[src/rtl/convseq_pkg.sv]
package convseq_pkg;

  typedef enum logic [2:0] {
    ST_BOOT   = 3'd0,
    ST_CALIB  = 3'd1,
    ST_PDWAIT = 3'd2,
    ST_READY  = 3'd3,
    ST_SLEEP  = 3'd4,
    ST_FLUSH  = 3'd5
  } seq_state_t;

  // Last count value of a flush window of the given depth.
  function automatic int flush_last(input int depth);
    return depth - 1;
  endfunction

  // Counter width able to hold values 0..depth.
  function automatic int flush_width(input int depth);
    return (depth < 2) ? 1 : $clog2(depth + 1);
  endfunction

  function automatic logic is_calibrating(input seq_state_t s);
    return (s == ST_CALIB) || (s == ST_PDWAIT);
  endfunction

  function automatic logic is_powered_down(input seq_state_t s);
    return (s == ST_BOOT) || (s == ST_SLEEP);
  endfunction

endpackage

[src/rtl/convseq_req_edge.sv]
module convseq_req_edge (
  input  logic clk,
  input  logic rst_n,
  input  logic req_in,
  output logic req_rise
);
  logic req_q;

  always_ff @(posedge clk or negedge rst_n) begin
    if (!rst_n) req_q <= 1'b0;
    else        req_q <= req_in;
  end

  assign req_rise = req_in & ~req_q;

  // A rise cannot repeat on consecutive edges
  assert_single_rise_R9: assert property (@(posedge clk) disable iff (!rst_n)
    req_rise |=> !req_rise);

endmodule

[src/rtl/convseq_flush_timer.sv]
module convseq_flush_timer
  import convseq_pkg::*;
#(
  parameter int PIPE_DEPTH = 6
) (
  input  logic clk,
  input  logic rst_n,
  input  logic run,
  output logic last
);
  localparam int CW   = flush_width(PIPE_DEPTH);
  localparam int LAST = flush_last(PIPE_DEPTH);

  logic [CW-1:0] cnt;

  always_ff @(posedge clk or negedge rst_n) begin
    if (!rst_n)      cnt <= '0;
    else if (!run)   cnt <= '0;
    else if (!last)  cnt <= cnt + CW'(1);
  end

  assign last = run && (cnt == CW'(LAST));

  // Count never passes the window end
  assert_count_bound_R8: assert property (@(posedge clk) disable iff (!rst_n)
    cnt <= CW'(LAST));

endmodule

[src/rtl/convseq_fsm.sv]
module convseq_fsm
  import convseq_pkg::*;
(
  input  logic clk,
  input  logic rst_n,
  input  logic pd_req,
  input  logic req_rise,
  input  logic cal_done,
  input  logic flush_last_i,
  output logic flush_run,
  output logic cal_run,
  output logic busy,
  output logic pwr_dn,
  output logic out_valid
);
  seq_state_t state, nxt;
  logic cal_run_q;

  // Named internal events
  logic ev_start, ev_cal_end, ev_wake, ev_sleep;

  assign ev_start   = (state == ST_BOOT  && !pd_req) ||
                      (state == ST_READY && !pd_req && req_rise);
  assign ev_cal_end = is_calibrating(state) && cal_done;
  assign ev_wake    = (state == ST_SLEEP) && !pd_req;
  assign ev_sleep   = (nxt == ST_SLEEP) && (state != ST_SLEEP);

  always_comb begin
    nxt = state;
    unique case (state)
      ST_BOOT:   if (!pd_req) nxt = ST_CALIB;
      ST_CALIB: begin
        if (cal_done)    nxt = pd_req ? ST_SLEEP : ST_READY;
        else if (pd_req) nxt = ST_PDWAIT;
      end
      ST_PDWAIT: begin
        if (cal_done)     nxt = pd_req ? ST_SLEEP : ST_READY;
        else if (!pd_req) nxt = ST_CALIB;
      end
      ST_READY: begin
        if (pd_req)        nxt = ST_SLEEP;
        else if (req_rise) nxt = ST_CALIB;
      end
      ST_SLEEP:  if (!pd_req) nxt = ST_FLUSH;
      ST_FLUSH: begin
        if (pd_req)            nxt = ST_SLEEP;
        else if (flush_last_i) nxt = ST_READY;
      end
      default:   nxt = ST_BOOT;
    endcase
  end

  always_ff @(posedge clk or negedge rst_n) begin
    if (!rst_n) begin
      state     <= ST_BOOT;
      cal_run_q <= 1'b0;
    end else begin
      state     <= nxt;
      cal_run_q <= ev_start;
    end
  end

  assign flush_run = (state == ST_FLUSH);
  assign cal_run   = cal_run_q;
  assign busy      = is_calibrating(state);
  assign pwr_dn    = is_powered_down(state);
  assign out_valid = (state == ST_READY);

  // Strobe only accompanies an active calibration
  assert_strobe_busy_R2: assert property (@(posedge clk) disable iff (!rst_n)
    cal_run |-> busy);
  // Sleep held from boot keeps calibration off
  assert_boot_hold_R3: assert property (@(posedge clk) disable iff (!rst_n)
    (state == ST_BOOT && pd_req) |=> (!cal_run && pwr_dn));
  // Sleep request mid-calibration is deferred
  assert_defer_pd_R5: assert property (@(posedge clk) disable iff (!rst_n)
    (busy && pd_req && !cal_done) |=> (busy && !pwr_dn));
  // Nothing launches out of sleep
  assert_sleep_no_cal_R7: assert property (@(posedge clk) disable iff (!rst_n)
    (state == ST_SLEEP) |=> !cal_run);
  // Valid stays gated within the flush window
  assert_flush_gate_R8: assert property (@(posedge clk) disable iff (!rst_n)
    (state == ST_FLUSH && !flush_last_i) |=> !out_valid);
  // Entering sleep drops valid
  assert_sleep_entry_R6: assert property (@(posedge clk) disable iff (!rst_n)
    ev_sleep |=> (pwr_dn && !out_valid));
  // Completion ends busy
  assert_cal_end_R4: assert property (@(posedge clk) disable iff (!rst_n)
    ev_cal_end |=> !busy);
  // Wake always enters the flush window
  assert_wake_flush_R8: assert property (@(posedge clk) disable iff (!rst_n)
    ev_wake |=> (flush_run && !pwr_dn));

endmodule

[src/rtl/conv_pwr_cal_seq.sv]
module conv_pwr_cal_seq
  import convseq_pkg::*;
#(
  parameter int PIPE_DEPTH = 6
) (
  input  logic clk,
  input  logic rst_n,
  input  logic pd_req,
  input  logic cal_req,
  input  logic cal_done,
  output logic cal_run,
  output logic busy,
  output logic pwr_dn,
  output logic out_valid
);
  logic req_rise;
  logic flush_run;
  logic flush_last_w;

  convseq_req_edge u_edge (
    .clk      (clk),
    .rst_n    (rst_n),
    .req_in   (cal_req),
    .req_rise (req_rise)
  );

  convseq_flush_timer #(.PIPE_DEPTH(PIPE_DEPTH)) u_flush (
    .clk   (clk),
    .rst_n (rst_n),
    .run   (flush_run),
    .last  (flush_last_w)
  );

  convseq_fsm u_fsm (
    .clk          (clk),
    .rst_n        (rst_n),
    .pd_req       (pd_req),
    .req_rise     (req_rise),
    .cal_done     (cal_done),
    .flush_last_i (flush_last_w),
    .flush_run    (flush_run),
    .cal_run      (cal_run),
    .busy         (busy),
    .pwr_dn       (pwr_dn),
    .out_valid    (out_valid)
  );

  // A calibrating converter is never powered down
  assert_busy_powered_R5: assert property (@(posedge clk) disable iff (!rst_n)
    busy |-> !pwr_dn);
  // Valid data never coexists with calibration or sleep
  assert_valid_exclusive_R4: assert property (@(posedge clk) disable iff (!rst_n)
    out_valid |-> (!busy && !pwr_dn));
  // A request seen during calibration does not launch
  assert_no_retrigger_R10: assert property (@(posedge clk) disable iff (!rst_n)
    (busy && req_rise) |=> !cal_run);

endmodule

[config.mk]
export PLATFORM = sky130hd
export DESIGN_NAME = conv_pwr_cal_seq
export DESIGN_NICKNAME = d
export VERILOG_FILES = /design/src/rtl/convseq_pkg.sv /design/src/rtl/convseq_req_edge.sv /design/src/rtl/convseq_flush_timer.sv /design/src/rtl/convseq_fsm.sv /design/src/rtl/conv_pwr_cal_seq.sv
export SDC_FILE = /design/constraint.sdc
export NUM_CORES = 1
export LEC_CHECK = 0
export BUFFER_PORTS_ARGS = -buffer_cell sky130_fd_sc_hd__buf_2
export CORE_ASPECT_RATIO = 0.8
export CORE_MARGIN = 2
export CORE_UTILIZATION = 30
export CTS_CLUSTER_DIAMETER = 30
export DETAILED_ROUTE_END_ITERATION = 12
export SLEW_MARGIN = 25
export SYNTH_ARGS = -nofsm -noshare
export SYNTH_HDL_FRONTEND = slang
export SYNTH_HIERARCHICAL = 1
export SYNTH_SLANG_ARGS = --single-unit
export TNS_END_PERCENT = 10
[constraint.sdc]
create_clock -name clk -period 1.85 [get_ports clk]
set_clock_uncertainty 0.2 [all_clocks]
set_input_delay 0.0925 -clock clk [delete_from_list [all_inputs] [get_ports clk]]
set_output_delay 0.0925 -clock clk [all_outputs]
set_load 0.01 [all_outputs]
==> results.py <==
metrics = {
    "status": {
        "status": "complete, no violations",
    },
    "clock_network": {
        "cts-buffers-inserted": 3,
        "clk_path_buf_depth": 2,
        "htree_levels": 1,
        "cts_setup_buffers": 0,
        "cts_root_buf": "clkbuf_4",
        "ctsResizeCount": 0,
        "cts_tree": "done",
        "clkTransAtPathRegs_ns": 0.05,
        "clock_sinks": 8,
        "postCtsHoldBufs": 3,
        "clkLatencyLatePin_ns": 0.25,
    },
    "floorplan": {
        "rows": 13,
        "ios": 9,
        "die-area_um2": 2120,
        "fp.dieW_um": 51.0,
        "die_h_um": 41.6,
        "start_util_pct": 32.3,
        "core_um2": 1640,
    },
    "timing": {
        "setup_tns_ns": 0,
        "hold_viol_final": 0,
        "slew_headroom_pct": 76.3,
        "layout_min_cycle_time_ns": 1.66,
        "finalSetupViolations": 0,
        "grt_setup_unrepaired": "no",
        "max_freq_mhz": 601,
        "worst_slew_pin_slew_ns": 0.350,
        "hold_ws_ns": 0.00380,
        "final_max_slew_viol_count": 0,
        "finalCritPeriodShare_pct": 89.9,
    },
    "finish": {
        "finalInstanceArea_um2": 649,
        "drive_gt1_share_pct": 27.5,
        "insertedDiodeCount": 0,
        "area_growth_pct": 22.4,
        "finalCoreUtilization_pct": 39.5,
        "nets": 78,
        "mostFrequentLayoutCells": "8 x buf_2, 8 x dfrtp_1, 6 x nor2_1, 4 x o21a_1",
    },
    "logic_synthesis": {
        "syn_avg_cell_area_um2": 9.65,
        "yosysTopAreaCellShare_pct": 37.7,
        "yosysSeqAreaShare_pct": 37.7,
        "ys_types": 29,
        "yosys.area.top_type": "dfrtp_1",
        "synth-seq-cells": 8,
        "yosysWarnings": 6,
        "synth_compound_area_share_pct": 23.1,
        "synth_top_family_by_area": "simple AND/OR/NAND/NOR gates",
        "postSynthCellCount": 55,
        "synthAdderAreaFrac_pct": 4.72,
        "synthMuxAreaShare_pct": 1.89,
        "ys_top_cells_by_area": "dfrtp_1 38%, o21a_1 5.7%, nor2b_4 5.2%, ha_1 4.7%, nor2_1 4.2%",
        "syn-num-nets": 62,
        "synth_area_um2": 531,
        "synth_xor_area_share_pct": 1.65,
        "post_synth_and_or_nand_nor_area_fraction_pct": 24.3,
    },
    "critical_path": {
        "cp_slowest_cell": "dfrtp_1",
        "crit_chain": "inv_1 > ha_1 > and3_2 > nor2b_4 > o21a_1 > o31ai_2",
        "slowest_delay_ns": 0.38,
        "cp_top_family": "compound AO/OA/AOI/OAI gates",
        "critPathArrivalTime_ns": 1.62,
        "crit_type": "flop to flop",
        "critPathCaptureType": "flop",
        "critPathBufInv": 1,
        "cp_max_fo": 6,
        "worst_setup_path_start_kind": "flop",
        "required_ns": 1.81,
    },
    "pwr": {
        "power_density_nw_per_um2": 1240,
        "power.leakage_nw": 0.306,
        "finalPower_mw": 0.806,
        "ir_drop_uv": 478,
    },
    "placed_design": {
        "placed_cell_area_um2": 597,
        "dp.final_hpwl_um": 730,
        "gp_routability_congestion": 0.737,
        "io_buffer_count": 8,
    },
    "drt": {
        "antenna_left": 0,
        "wl_per_cell_um": 10.8,
        "first_pass_iters": 4,
        "routed_via_density": 4.65,
        "wl_um": 986,
        "drc": 0,
        "vias": 423,
        "drtIter0Drc": 9,
    },
    "hold_path": {
        "hold_class": "primary input to asynchronous set/reset pin",
    },
    "global_routing": {
        "antenna_found_initial": 0,
        "grt_max_degree": 13,
        "grt_pass1_wl_um": 1550,
        "grt_pass1_vias": 363,
        "grt_use_total_pct": 9.99,
        "overflow": 0,
    },
    "flow_run": {
        "cap_viol_max_count": 0,
    },
}
-- cell usage after synthesis, drive strengths merged --
master	number
dfrtp	8
nor2	6
and3	4
o21a	4
a21oi	3
buf	3
inv	3
nor2b	3
o21ai	3
ha	2
nand2b	2
a211oi	1
a21o	1
a22oi	1
a31oi	1
and3b	1
mux2i	1
nand2	1
nor3	1
nor4b	1
o211ai	1
o31ai	1
o32ai	1
or2b	1
xnor2	1
-- state kept, by name, indices dropped and copies added (netlist names) --
name           count
u_fsm/cal_run      1
u_fsm/state        3
u_edge/req_q       1
u_flush/cnt        3
-- kinds of logic after synthesis --
logic type	after synthesis
simple gates	20
xor+xnor	1
compound gates	17
buf+inv	6
flops	8
fa+ha+maj	2
mux	1
-- per-layer routing --
| metal | global-route usage (%) | wire, µm | share of wire, % |
|---|---|---|---|
| met1 | 11.6 | 487 | 49 |
| met2 | 15.1 | 429 | 44 |
| met3 | 6.12 | 69 | 7.0 |
| met4 | 3.24 | 0 | 0 |
| met5 | 0 | 0 | 0 |
-- through the flow --
stage          std cells  setup WS (ns)
2_1_floorplan         55          0.150
3_3_place_gp          85          0.227
3_5_place_dp          85          0.190
4_1_cts               91          0.184
5_1_grt               91          0.117
6_report              91          0.186
-- worst reg2reg max path: stages (launching register included) --
cell     delay, ns
dfrtp_1       0.38
inv_1         0.06
ha_1          0.23
and3_2        0.27
nor2b_4       0.05
o21a_1        0.17
o31ai_2       0.22
-- where the power goes --
group / total (mW) / internal, mW / switching [mW]
logic: 0.427 / 0.202 / 0.224
registers: 0.253 / 0.224 / 0.0283
clock network: 0.127 / 0.0738 / 0.0529
total: 0.806 / 0.500 / 0.306
-- worst paths after layout --
kind	endpoint	slack, ns	cells past startpoint	from
hold reg to reg	u_flush/cnt[2]	0.37	1	u_flush/cnt[2]
setup / recovery	u_fsm/state[0]	0.19	6	u_flush/cnt[1]
min in group clk	u_fsm/state[0]	0.10	3	cal_done
hold / removal	u_flush/cnt[2]	0.004	2	rst_n
max in group asynchronous	u_flush/cnt[1]	1.28	2	rst_n
setup reg to reg	u_fsm/state[0]	0.19	6	u_flush/cnt[1]
-- area by class of cell --
class,instances,area [µm²]
multi-input cells,41,295
repair buffers,14,92.6
flip-flops and latches,8,200
fillers,170,993
well taps,22,27.5
inverters,3,11.3
clock buffers,3,22.5
Power figures use the tool's default switching activity.
